**src/rtl/uart_xcvr_pkg.sv**
```systemverilog
package uart_xcvr_pkg;
  localparam int REG_AW = 2;
  localparam int BYTE_W = 8;
  localparam int WORD_W = 9;

  typedef enum logic [REG_AW-1:0] {
    ADDR_CTRL = 2'd0,
    ADDR_STAT = 2'd1,
    ADDR_DATA = 2'd2
  } reg_addr_e;

  typedef struct packed {
    logic r8;
    logic t8;
    logic off;
    logic len9;
    logic wake;
    logic par_en;
    logic par_odd;
    logic pe_ie;
  } ctrl_t;

  typedef struct packed {
    logic len9;
    logic par_en;
    logic par_odd;
  } frame_cfg_t;

  // parity over the bits below the parity slot
  function automatic logic par_bit(input logic [BYTE_W-1:0] lo, input logic len9,
                                   input logic odd);
    logic [BYTE_W-1:0] m;
    m = len9 ? lo : {1'b0, lo[BYTE_W-2:0]};
    return (^m) ^ odd;
  endfunction
endpackage

```
**src/rtl/uart_xcvr_tx.sv**
```systemverilog
module uart_xcvr_tx
  import uart_xcvr_pkg::*;
#(
  parameter int OVS = 16
) (
  input  logic              clk_i,
  input  logic              rst_ni,
  input  logic              tick_i,
  input  logic              off_i,
  input  frame_cfg_t        cfg_i,
  input  logic              t8_i,
  input  logic              load_i,
  input  logic [BYTE_W-1:0] data_i,
  output logic              active_o,
  output logic              busy_o,
  output logic              tx_o
);
  localparam int CW = $clog2(OVS);
  localparam int FW = WORD_W + 2;
  localparam int NW = $clog2(FW + 1);

  logic [FW-1:0]     sh_q;
  logic [NW-1:0]     left_q;
  logic [CW-1:0]     tcnt_q;
  logic              active_q, pend_q;
  logic [BYTE_W-1:0] hold_q;
  logic [WORD_W-1:0] word;
  logic              start;

  assign start = !active_q && pend_q && !off_i && tick_i;

  always_comb begin
    word = {t8_i & cfg_i.len9, hold_q};
    if (cfg_i.par_en) begin
      if (cfg_i.len9) word[8] = par_bit(hold_q, 1'b1, cfg_i.par_odd);
      else            word[7] = par_bit(hold_q, 1'b0, cfg_i.par_odd);
    end
  end

  always_ff @(posedge clk_i or negedge rst_ni) begin
    if (!rst_ni) begin
      pend_q <= 1'b0;
      hold_q <= '0;
    end else if (load_i) begin
      pend_q <= 1'b1;
      hold_q <= data_i;
    end else if (start) begin
      pend_q <= 1'b0;
    end
  end

  always_ff @(posedge clk_i or negedge rst_ni) begin
    if (!rst_ni) begin
      active_q <= 1'b0;
      sh_q     <= '1;
      left_q   <= '0;
      tcnt_q   <= '0;
    end else if (start) begin
      active_q <= 1'b1;
      tcnt_q   <= '0;
      sh_q     <= cfg_i.len9 ? {1'b1, word, 1'b0} : {2'b11, word[7:0], 1'b0};
      left_q   <= cfg_i.len9 ? NW'(FW) : NW'(FW - 1);
    end else if (active_q && tick_i) begin
      if (tcnt_q == CW'(OVS - 1)) begin
        tcnt_q <= '0;
        if (left_q == NW'(1)) active_q <= 1'b0;
        sh_q   <= {1'b1, sh_q[FW-1:1]};
        left_q <= left_q - NW'(1);
      end else begin
        tcnt_q <= tcnt_q + CW'(1);
      end
    end
  end

  assign tx_o     = active_q ? sh_q[0] : 1'b1;
  assign active_o = active_q;
  assign busy_o   = active_q | pend_q;

  a_r9_no_start_when_off: assert property (@(posedge clk_i) disable iff (!rst_ni)
    $rose(active_q) |-> $past(!off_i));
  a_r2_frame_length: assert property (@(posedge clk_i) disable iff (!rst_ni)
    $rose(active_q) |-> left_q == ($past(cfg_i.len9) ? NW'(FW) : NW'(FW - 1)));
endmodule

```
**src/rtl/uart_xcvr_rx.sv**
```systemverilog
module uart_xcvr_rx
  import uart_xcvr_pkg::*;
#(
  parameter int OVS = 16
) (
  input  logic              clk_i,
  input  logic              rst_ni,
  input  logic              tick_i,
  input  logic              off_i,
  input  frame_cfg_t        cfg_i,
  input  logic              rx_i,
  output logic              done_o,
  output logic [WORD_W-1:0] word_o,
  output logic              len9_o,
  output logic              perr_o,
  output logic              busy_o
);
  localparam int CW   = $clog2(OVS);
  localparam int BW   = $clog2(WORD_W + 1);
  localparam int HALF = OVS / 2 - 1;

  typedef enum logic [1:0] {R_IDLE, R_START, R_DATA, R_STOP} rx_state_e;

  rx_state_e         state_q;
  logic [1:0]        sync_q;
  logic              rxs;
  logic [CW-1:0]     cnt_q;
  logic [BW-1:0]     bit_q;
  logic [WORD_W-1:0] word_q;
  frame_cfg_t        cfg_q;
  logic              done_q, perr_q;
  logic              top;

  assign rxs = sync_q[1];
  assign top = cfg_q.len9 ? word_q[8] : word_q[7];

  always_ff @(posedge clk_i or negedge rst_ni) begin
    if (!rst_ni) sync_q <= 2'b11;
    else         sync_q <= {sync_q[0], rx_i};
  end

  always_ff @(posedge clk_i or negedge rst_ni) begin
    if (!rst_ni) begin
      state_q <= R_IDLE;
      cnt_q   <= '0;
      bit_q   <= '0;
      word_q  <= '0;
      cfg_q   <= '0;
      done_q  <= 1'b0;
      perr_q  <= 1'b0;
    end else begin
      done_q <= 1'b0;
      if (tick_i) begin
        unique case (state_q)
          R_IDLE: if (!rxs && !off_i) begin
            state_q <= R_START;
            cnt_q   <= '0;
            cfg_q   <= cfg_i;
            word_q  <= '0;
          end
          R_START: begin
            if (cnt_q == CW'(HALF)) begin
              cnt_q   <= '0;
              bit_q   <= '0;
              state_q <= rxs ? R_IDLE : R_DATA;
            end else cnt_q <= cnt_q + CW'(1);
          end
          R_DATA: begin
            if (cnt_q == CW'(OVS - 1)) begin
              cnt_q         <= '0;
              word_q[bit_q] <= rxs;
              if (bit_q == (cfg_q.len9 ? BW'(8) : BW'(7))) state_q <= R_STOP;
              else bit_q <= bit_q + BW'(1);
            end else cnt_q <= cnt_q + CW'(1);
          end
          R_STOP: begin
            if (cnt_q == CW'(OVS - 1)) begin
              cnt_q   <= '0;
              state_q <= R_IDLE;
              done_q  <= 1'b1;
              perr_q  <= cfg_q.par_en &&
                         (top != par_bit(word_q[7:0], cfg_q.len9, cfg_q.par_odd));
            end else cnt_q <= cnt_q + CW'(1);
          end
          default: state_q <= R_IDLE;
        endcase
      end
    end
  end

  assign done_o = done_q;
  assign word_o = word_q;
  assign len9_o = cfg_q.len9;
  assign perr_o = perr_q;
  assign busy_o = state_q != R_IDLE;

  a_r10_false_start_drop: assert property (@(posedge clk_i) disable iff (!rst_ni)
    (state_q == R_START && tick_i && cnt_q == CW'(HALF) && rxs) |=> state_q == R_IDLE);
  a_r8_cfg_hold: assert property (@(posedge clk_i) disable iff (!rst_ni)
    (state_q != R_IDLE && $past(state_q != R_IDLE)) |-> $stable(cfg_q));
  a_r2_bit_range: assert property (@(posedge clk_i) disable iff (!rst_ni)
    state_q == R_DATA |-> bit_q <= (cfg_q.len9 ? BW'(8) : BW'(7)));
endmodule

```
**src/rtl/uart_xcvr_regs.sv**
```systemverilog
module uart_xcvr_regs
  import uart_xcvr_pkg::*;
(
  input  logic              clk_i,
  input  logic              rst_ni,
  input  logic              req_i,
  input  logic              we_i,
  input  logic [REG_AW-1:0] addr_i,
  input  logic [BYTE_W-1:0] wdata_i,
  output logic [BYTE_W-1:0] rdata_o,
  output ctrl_t             ctrl_o,
  output logic              tx_load_o,
  output logic [BYTE_W-1:0] tx_data_o,
  input  logic              tx_busy_i,
  input  logic              rx_done_i,
  input  logic [WORD_W-1:0] rx_word_i,
  input  logic              rx_len9_i,
  input  logic              rx_perr_i,
  output logic              irq_o
);
  ctrl_t             ctrl_q;
  logic [BYTE_W-1:0] rx_data_q;
  logic              pe_q, arm_q, full_q;
  logic              ctrl_wr, stat_rd, data_acc, data_rd, pe_set;

  assign ctrl_wr  = req_i && we_i && addr_i == ADDR_CTRL;
  assign stat_rd  = req_i && !we_i && addr_i == ADDR_STAT;
  assign data_acc = req_i && addr_i == ADDR_DATA;
  assign data_rd  = data_acc && !we_i;
  assign pe_set   = rx_done_i && rx_perr_i;

  always_ff @(posedge clk_i or negedge rst_ni) begin
    if (!rst_ni) ctrl_q <= '0;
    else begin
      if (ctrl_wr) ctrl_q <= ctrl_t'(wdata_i);
      if (rx_done_i && rx_len9_i) ctrl_q.r8 <= rx_word_i[8];
    end
  end

  always_ff @(posedge clk_i or negedge rst_ni) begin
    if (!rst_ni) begin
      rx_data_q <= '0;
      full_q    <= 1'b0;
      pe_q      <= 1'b0;
      arm_q     <= 1'b0;
    end else begin
      if (rx_done_i) begin
        rx_data_q <= rx_word_i[7:0];
        full_q    <= 1'b1;
      end else if (data_rd) full_q <= 1'b0;

      if (pe_set) pe_q <= 1'b1;
      else if (arm_q && data_acc) pe_q <= 1'b0;

      if (pe_set || data_acc) arm_q <= 1'b0;
      else if (stat_rd) arm_q <= 1'b1;
    end
  end

  always_comb begin
    unique case (addr_i)
      ADDR_CTRL: rdata_o = ctrl_q;
      ADDR_STAT: rdata_o = {5'b0, tx_busy_i, full_q, pe_q};
      ADDR_DATA: rdata_o = rx_data_q;
      default:   rdata_o = '0;
    endcase
  end

  assign ctrl_o    = ctrl_q;
  assign tx_load_o = data_acc && we_i;
  assign tx_data_o = wdata_i;
  assign irq_o     = pe_q && ctrl_q.pe_ie;

  a_r7_clear_needs_seq: assert property (@(posedge clk_i) disable iff (!rst_ni)
    $fell(pe_q) |-> $past(arm_q && data_acc));
  a_r5_set_on_mismatch: assert property (@(posedge clk_i) disable iff (!rst_ni)
    $rose(pe_q) |-> $past(rx_done_i && rx_perr_i));
endmodule

```
**src/rtl/uart_xcvr.sv**
```systemverilog
module uart_xcvr
  import uart_xcvr_pkg::*;
#(
  parameter int OVS = 16
) (
  input  logic        clk_i,
  input  logic        rst_ni,
  input  logic        tick_i,
  input  logic        req_i,
  input  logic        we_i,
  input  logic [1:0]  addr_i,
  input  logic [7:0]  wdata_i,
  output logic [7:0]  rdata_o,
  input  logic        rx_i,
  output logic        tx_o,
  output logic        irq_o
);
  ctrl_t             ctrl;
  frame_cfg_t        cfg;
  logic              tx_load, tx_active, tx_busy;
  logic [BYTE_W-1:0] tx_data;
  logic              rx_done, rx_len9, rx_perr, rx_busy;
  logic [WORD_W-1:0] rx_word;
  logic              tick_g;

  assign cfg    = '{len9: ctrl.len9, par_en: ctrl.par_en, par_odd: ctrl.par_odd};
  // prescale stops once off and both directions idle
  assign tick_g = tick_i && !(ctrl.off && !tx_active && !rx_busy);

  uart_xcvr_regs u_regs (
    .clk_i, .rst_ni, .req_i, .we_i, .addr_i, .wdata_i, .rdata_o,
    .ctrl_o(ctrl), .tx_load_o(tx_load), .tx_data_o(tx_data), .tx_busy_i(tx_busy),
    .rx_done_i(rx_done), .rx_word_i(rx_word), .rx_len9_i(rx_len9),
    .rx_perr_i(rx_perr), .irq_o
  );

  uart_xcvr_tx #(.OVS(OVS)) u_tx (
    .clk_i, .rst_ni, .tick_i(tick_g), .off_i(ctrl.off), .cfg_i(cfg), .t8_i(ctrl.t8),
    .load_i(tx_load), .data_i(tx_data), .active_o(tx_active), .busy_o(tx_busy), .tx_o
  );

  uart_xcvr_rx #(.OVS(OVS)) u_rx (
    .clk_i, .rst_ni, .tick_i(tick_g), .off_i(ctrl.off), .cfg_i(cfg), .rx_i,
    .done_o(rx_done), .word_o(rx_word), .len9_o(rx_len9), .perr_o(rx_perr),
    .busy_o(rx_busy)
  );
endmodule

```
**config.mk**
```make
export PLATFORM = sky130hd
export DESIGN_NAME = uart_xcvr
export DESIGN_NICKNAME = d
export VERILOG_FILES = /design/src/rtl/uart_xcvr_pkg.sv /design/src/rtl/uart_xcvr_tx.sv /design/src/rtl/uart_xcvr_rx.sv /design/src/rtl/uart_xcvr_regs.sv /design/src/rtl/uart_xcvr.sv
export SDC_FILE = /design/constraint.sdc
export NUM_CORES = 1
export LEC_CHECK = 0
export ABC_AREA = 0
export BUFFER_PORTS_ARGS = -buffer_cell sky130_fd_sc_hd__buf_2
export CORE_ASPECT_RATIO = 0.7
export CORE_UTILIZATION = 50
export DETAILED_ROUTE_END_ITERATION = 16
export PLACE_DENSITY = 0.71
export SYNTH_ARGS = -nofsm -noshare
export SYNTH_HDL_FRONTEND = slang
export SYNTH_SLANG_ARGS = --single-unit
```
**constraint.sdc**
```tcl
create_clock -name clk_i -period 1.7 [get_ports clk_i]
set_clock_uncertainty 0.15 [all_clocks]
set_input_delay 0.425 -clock clk_i [delete_from_list [all_inputs] [get_ports clk_i]]
set_output_delay 0.425 -clock clk_i [all_outputs]
set_load 0.005 [all_outputs]
```
==> metrics, run 1 <==
Critical Path RT about 1100 ps; DP HPWL approximately 5600 um; final setup vio count 5; crit-path max FO 2; CP max-delay cell dfrtp_1; status complete, but fails checks; failing checks setup timing; DRC violation total after the first TritonRoute iteration 133; # port buffers 25; Leakage ~0.0021 uW; Critical Path AT about 1200 ps; PD cells 1280 nW/um2; P&R area growth vs syn 25.3%; Fillers ~540; Tmin final about 1800 ps; Final period util 105%; Bufs on Longest Clock Path 2; GPL Wtd Cong approximately 0.87; WS Path Type reg2out; total power 5960 uW; worst slew margin relative to its limit between 60% and 70%; Yosys cell types between 50 and 60; CTS H-tree depth 3; Initial Utilization a little over half; Residual DRC 0; Synth Register Bits 73; post-synth net total ~380; diode count 0; final-report hold violation count 0; Mapped Cells around 350; vias ~2800; Vias/cell 5.43; largest net degree at the start of global routing 43; Clock Latency Late Sink 360 ps; total gr overflow 0; max_cap viols 0; Syn Std Cell Area between 3000 and 4000 um2; Post-Syn Area per Cell 10.5 um2; clock root cell clkbuf_8; Total Nets Final about 450; first-pass GRT wire length approximately 14000 um; Hold Crit Class in2reg; die height about 74 um; Sink Count 73; fraction of registers with async set/reset 100%; post-layout util between 60 and 70%; RSZ-0062 raised after global routing yes; r2r setup slk -20 ps; CP peak stage delay approximately 420 ps; layout cells sized above 1 34.8%; I/O Pins 26; Design Area, Final around 4700 um2; peak supply drop a little under 0.9 mV; highest clock rate ~560 MHz; all-layer global routing usage between 20 and 25%; placed inst area approximately 4200 um2; Synth Warn # 0; antenna violations before repair 0; die width roughly 110 um; clock-pin slew on the worst setup and hold paths around 90 ps; Rows 25; core box area between 6000 and 7000 um2; final wirelength between 8000 and 9000 um; Post-synth EDFFs 0; Worst Tran Pin Value between 400 and 500 ps; Cell Chain, Critical Path nor2_4 > nor2_2 > nand2_1 > o21ai_1 > buf_2; WL per Instance roughly 16 um; most frequent cells in the layout 55 x nand2_1, 55 x dfrtp_1, 38 x buf_4, 30 x nor2_1, 24 x buf_2; fin. max-slew vios 0; cell family with most CP delay flip-flops; CTS tree yes; Setup crit end kind primary output; antenna viol nets, final 0; CP bufs+invs 1; DIE AREA around 7800 um2; top_reg_cell synth dfrtp_1; final worst setup slack -81.1 ps; vias in the first global route around 2800; register area share after synthesis slightly below 50%; CTS buffer count 9; Worst setup SP type register; DRT Pass-1 Iters 4
-- flip-flops by register name, summed over array words and instances (netlist names), 2 cells and up, named ones only --
name / cells
u_tx.sh_q: 10
u_rx.word_o: 9
u_regs.ctrl_o: 8
u_regs.rx_data_q: 8
u_tx.hold_q: 8
u_rx.bit_q: 4
u_rx.cnt_q: 4
u_tx.left_q: 4
u_tx.tcnt_q: 4
u_rx.cfg_q: 2
u_rx.sync_q: 2
-- metrics by stage --
stage	setup TNS (ps)	worst slack, ps	std cells	hold WS, ps
2_1_floorplan	0	8.79	354	-20.6
6_report	-191	-81.1	522	150
3_3_place_gp	-38.2	-30.5	492	196
3_5_place_dp	-187	-33.1	492	202
4_1_cts	-217	-86.7	516	136
5_1_grt	-672	-143	522	149
-- layer usage --
| metal | vias to the layer above | wire [um] | global-route usage, % |
|---|---|---|---|
| li1 | 1372 | - | - |
| met1 | 1392 | 4080 | 31.6 |
| met2 | 58 | 3710 | 35.8 |
| met3 | 15 | 343 | 5.78 |
| met4 | 0 | 125 | 4.85 |
| met5 | - | 0 | 0 |
-- synth_stat cells (2+ instances only) --
library cell	instances	area (um2)
nand2_1	56	210
a22o_1	4	35.0
a31oi_1	8	50.1
a21oi_1	2	10.0
xor2_1	6	52.6
nor3_1	2	10.0
and3_1	2	12.5
xnor2_1	19	166
mux2_2	17	191
o31ai_1	3	22.5
mux2_1	11	124
nand4_1	3	18.8
nor3_2	3	30.0
inv_1	8	30.0
dfrtp_1	61	1530
ha_1	8	100
clkbuf_1	4	15.0
mux2i_1	10	100
nand2b_1	2	12.5
nand3_1	9	45.0
o21ai_1	13	65.1
nor2b_1	6	37.5
nor2_1	33	124
a21boi_0	8	60.1
buf_2	8	40.0
dfstp_2	12	315
o21ai_0	8	40.0
-- layout make-up --
| class | instances | area (um2) | area share (%) |
|---|---|---|---|
| clock buffer | 9 | 124 | 2.66 |
| tap | 94 | 118 | 2.53 |
| timing repair buffer | 72 | 551 | 11.8 |
| clock inverter | 7 | 76.3 | 1.64 |
| sequential | 73 | 1850 | 39.8 |
| inverter | 8 | 30.0 | 0.646 |
| multi-input combinational | 259 | 1900 | 40.9 |
-- worst register-to-register path: stages (launching register included) --
cell     delay [ps]
dfrtp_1         420
buf_4           150
nor2b_4         140
and3b_2         240
buf_6           140
buf_6           130
buf_4           130
a41oi_2         160
-- what timing repair did --
item | in CTS | in global routing
hold endpoints to repair | 62 | 0
buffers inserted | 6 | 5
pin swaps | 2 | 8
resized for setup | 13 | 31
gates cloned | 0 | 1
endpoints found under the setup margin | 25 | 39
hold buffers | 2 | 0
-- path summary, 6_finish.rpt --
check / from / to / depth (start not counted)
setup / recovery: u_tx.pend_q / rdata_o[2] / 5
hold / removal: wdata_i[6] / u_regs.ctrl_o[6] / 2
setup reg to reg: u_tx.pend_q / u_tx.sh_q[9] / 7
hold reg to reg: u_rx.sync_q[0] / u_rx.sync_q[1] / 0
max in group asynchronous: rst_ni / u_tx.sh_q[1] / 3
min in group asynchronous: rst_ni / u_tx.tcnt_q[3] / 3
-- report_power, final --
| group | internal [uW] | total, uW | switching (uW) |
|---|---|---|---|
| logic | 992 | 1960 | 965 |
| registers | 2230 | 2610 | 382 |
| clock network | 690 | 1400 | 705 |
| total | 3910 | 5960 | 2050 |
-- kinds of logic after synthesis --
family | after synthesis | share of synthesized area (%)
flops | 73 | 49.6
fa+ha+maj | 8 | 2.70
mux | 38 | 11.2
simple gates | 128 | 16.3
buf+inv | 22 | 2.59
compound gates | 59 | 11.3
xor+xnor | 26 | 6.33
Power figures use the tool's default switching activity.
==> run 2: changes to the inputs <==
==> constraint.sdc (replaced) <==
create_clock -name clk_i -period 1.7 [get_ports clk_i]
set_clock_uncertainty 0.15 [all_clocks]
set_input_delay 0.425 -clock clk_i [delete_from_list [all_inputs] [get_ports clk_i]]
set_output_delay 0.425 -clock clk_i [all_outputs]
set_load 0.05 [all_outputs]
==> run 2 against run 1 <==
The flow still finishes with violations (setup timing). Non-clock buffer count decreased by 3. Combinational power increased by 12%. Die area unchanged. Final cell count decreased by 0.57%. Hold slack improved by 14 ps. Flip-flop and latch count unchanged. Worst setup slack got worse by 97 ps. Register-to-register slack improved by 70 ps. Via count decreased by 0.81%. Utilization increased by 1.8 points. Critical endpoint unchanged.
==> metrics, run 2 (synthesis gave the netlist of run 1 again) <==
hold depth 2; GPL Wtd Cong roughly 0.8; clock share of power about 25%; DP HPWL 5620 um; power share of the combinational group 34.0%; peak supply drop around 0.80 mV; Bufs on Longest Clock Path 2; placed insts 488; die width 105 um; antenna viol nets, final 0; antenna violations before repair 0; Residual DRC 0; worst slew margin relative to its limit 67.3%; design internal power 4280 uW; Hold Crit Class in2reg; P&R area growth vs syn 28.7%; total power approximately 6400 uW; Vias/cell 5.42; most frequent cells in the layout 55 x nand2_1, 54 x dfrtp_1, 38 x buf_4, 25 x nor2_1, 17 x mux2_2; Rows 25; I/O Pins 26; Tmin final 1880 ps; CTS buffer count 9; clock-pin slew on the worst setup and hold paths ~80 ps; clock root cell clkbuf_8; WS Path Type reg2out; Setup crit end kind primary output; FF-to-FF path depth 6; final worst setup slack -178 ps; final-report hold violation count 0; DRT Pass-1 Iters 4; Critical Path RT between 1000 and 1500 ps; diode count 0; DIE AREA just under 8000 um2; CTS H-tree depth 3; first-pass GRT wire length between 10000 and 15000 um; fin. max-slew vios 0; total gr overflow 0; vias in the first global route ~2900; CTS tree yes; WL per Instance 16.3 um; all-layer global routing usage between 20% and 30%; failing checks setup timing; Reg area 1850 um2; layout cells sized above 1 38.1%; Switching Share roughly a third; final setup vio count 8; Clock Latency Late Sink ~350 ps; crit-path max FO 2; DRC violation total after the first TritonRoute iteration 142; status complete, but fails checks; PD cells 1350 nW/um2; Flop pwr share between 40% and 50%; Cell Count, Final, Fillers Out between 500 and 600; Leakage about 0.0021 uW; highest clock rate around 530 MHz; multi-input logic area ~2000 um2; max reg flops 10; RSZ-0062 raised after global routing yes; sw power 2160 uW; vias roughly 2800; core box area 6980 um2; Critical Path AT between 1000 and 1500 ps; Total Nets Final 444; Worst setup SP type register; # port buffers 25; leading cell type in the layout, fill and taps excluded nand2_1; Final period util 110%; largest net degree at the start of global routing 74; Sink Count 73; Worst Tran Pin Value about 500 ps; Initial Utilization a little over half; final wirelength ~8500 um; max_cap viols 0; die height 74.1 um; register with the highest flop count u_tx.sh_q; Fillers 520
==> run 2: worst paths after layout <==
kind,endpoint,from,slack (ps)
min in group asynchronous,u_tx.left_q[1],rst_ni,470
worst max-delay path,rdata_o[2],u_tx.pend_q,-180
max in group asynchronous,u_tx.sh_q[6],rst_ni,560
worst max register to register,u_rx.word_o[4],u_regs.ctrl_o[5],50
worst min register to register,u_rx.sync_q[1],u_rx.sync_q[0],210
worst min-delay path,u_regs.ctrl_o[4],wdata_i[4],160
==> run 2: timing repair <==
action                                  in CTS  in global routing
resized for setup                           36                 28
pin swaps                                    3                  5
setup buffers                                7                  6
endpoints found under the hold margin       61                  1
endpoints found under the setup margin      22                 36
hold buffers                                 1                  1
==> run 2: area by class of cell <==
| class | count | share of cell area (%) |
|---|---|---|
| sequential | 73 | 38.7 |
| clock inverter | 6 | 2.25 |
| timing repair buffer | 69 | 11.6 |
| inverter | 8 | 0.628 |
| clock buffer | 10 | 2.67 |
| multi-input combinational | 259 | 41.6 |
| tap | 94 | 2.46 |
==> run 2: metrics by stage <==
step	setup WS, ps	util, %	TNS (ps)	hold WS, ps	cell area, um2
detailed placement	-202	59.9	-2220	205	4180
floorplan	-88.2	-	-236	-20.6	3770
global placement	-171	59.9	-1670	195	4180
global route	-224	68.5	-880	153	4780
CTS	-178	65.9	-440	4.89	4590
finish	-178	68.5	-390	164	4780
==> run 2: power groups by stage <==
stage               sequential (uW)  combinational [uW]  clock (uW)
finish                         2630                2190        1620
global route                   2690                2400        1730
CTS                            2590                2010        1650
detailed placement             2610                1810           0
global placement               2580                1740           0
floorplan                      2500                1330           0
==> run 2: per-layer routing <==
layer  vias up  wire (um)  global-route usage [%]
met5         -          0                       0
met4         0         50                    4.23
li1       1364          -                       -
met1      1394       4200                    32.4
met2        52       3910                    39.0
met3         4        290                    6.13
==> run 2: critical path, stage by stage, from the launching register on <==
cell and delay [ps]:
dfrtp_1 400, nor2_2 160, nor2_1 60, nand2_1 110
o21ai_4 70, buf_6 150
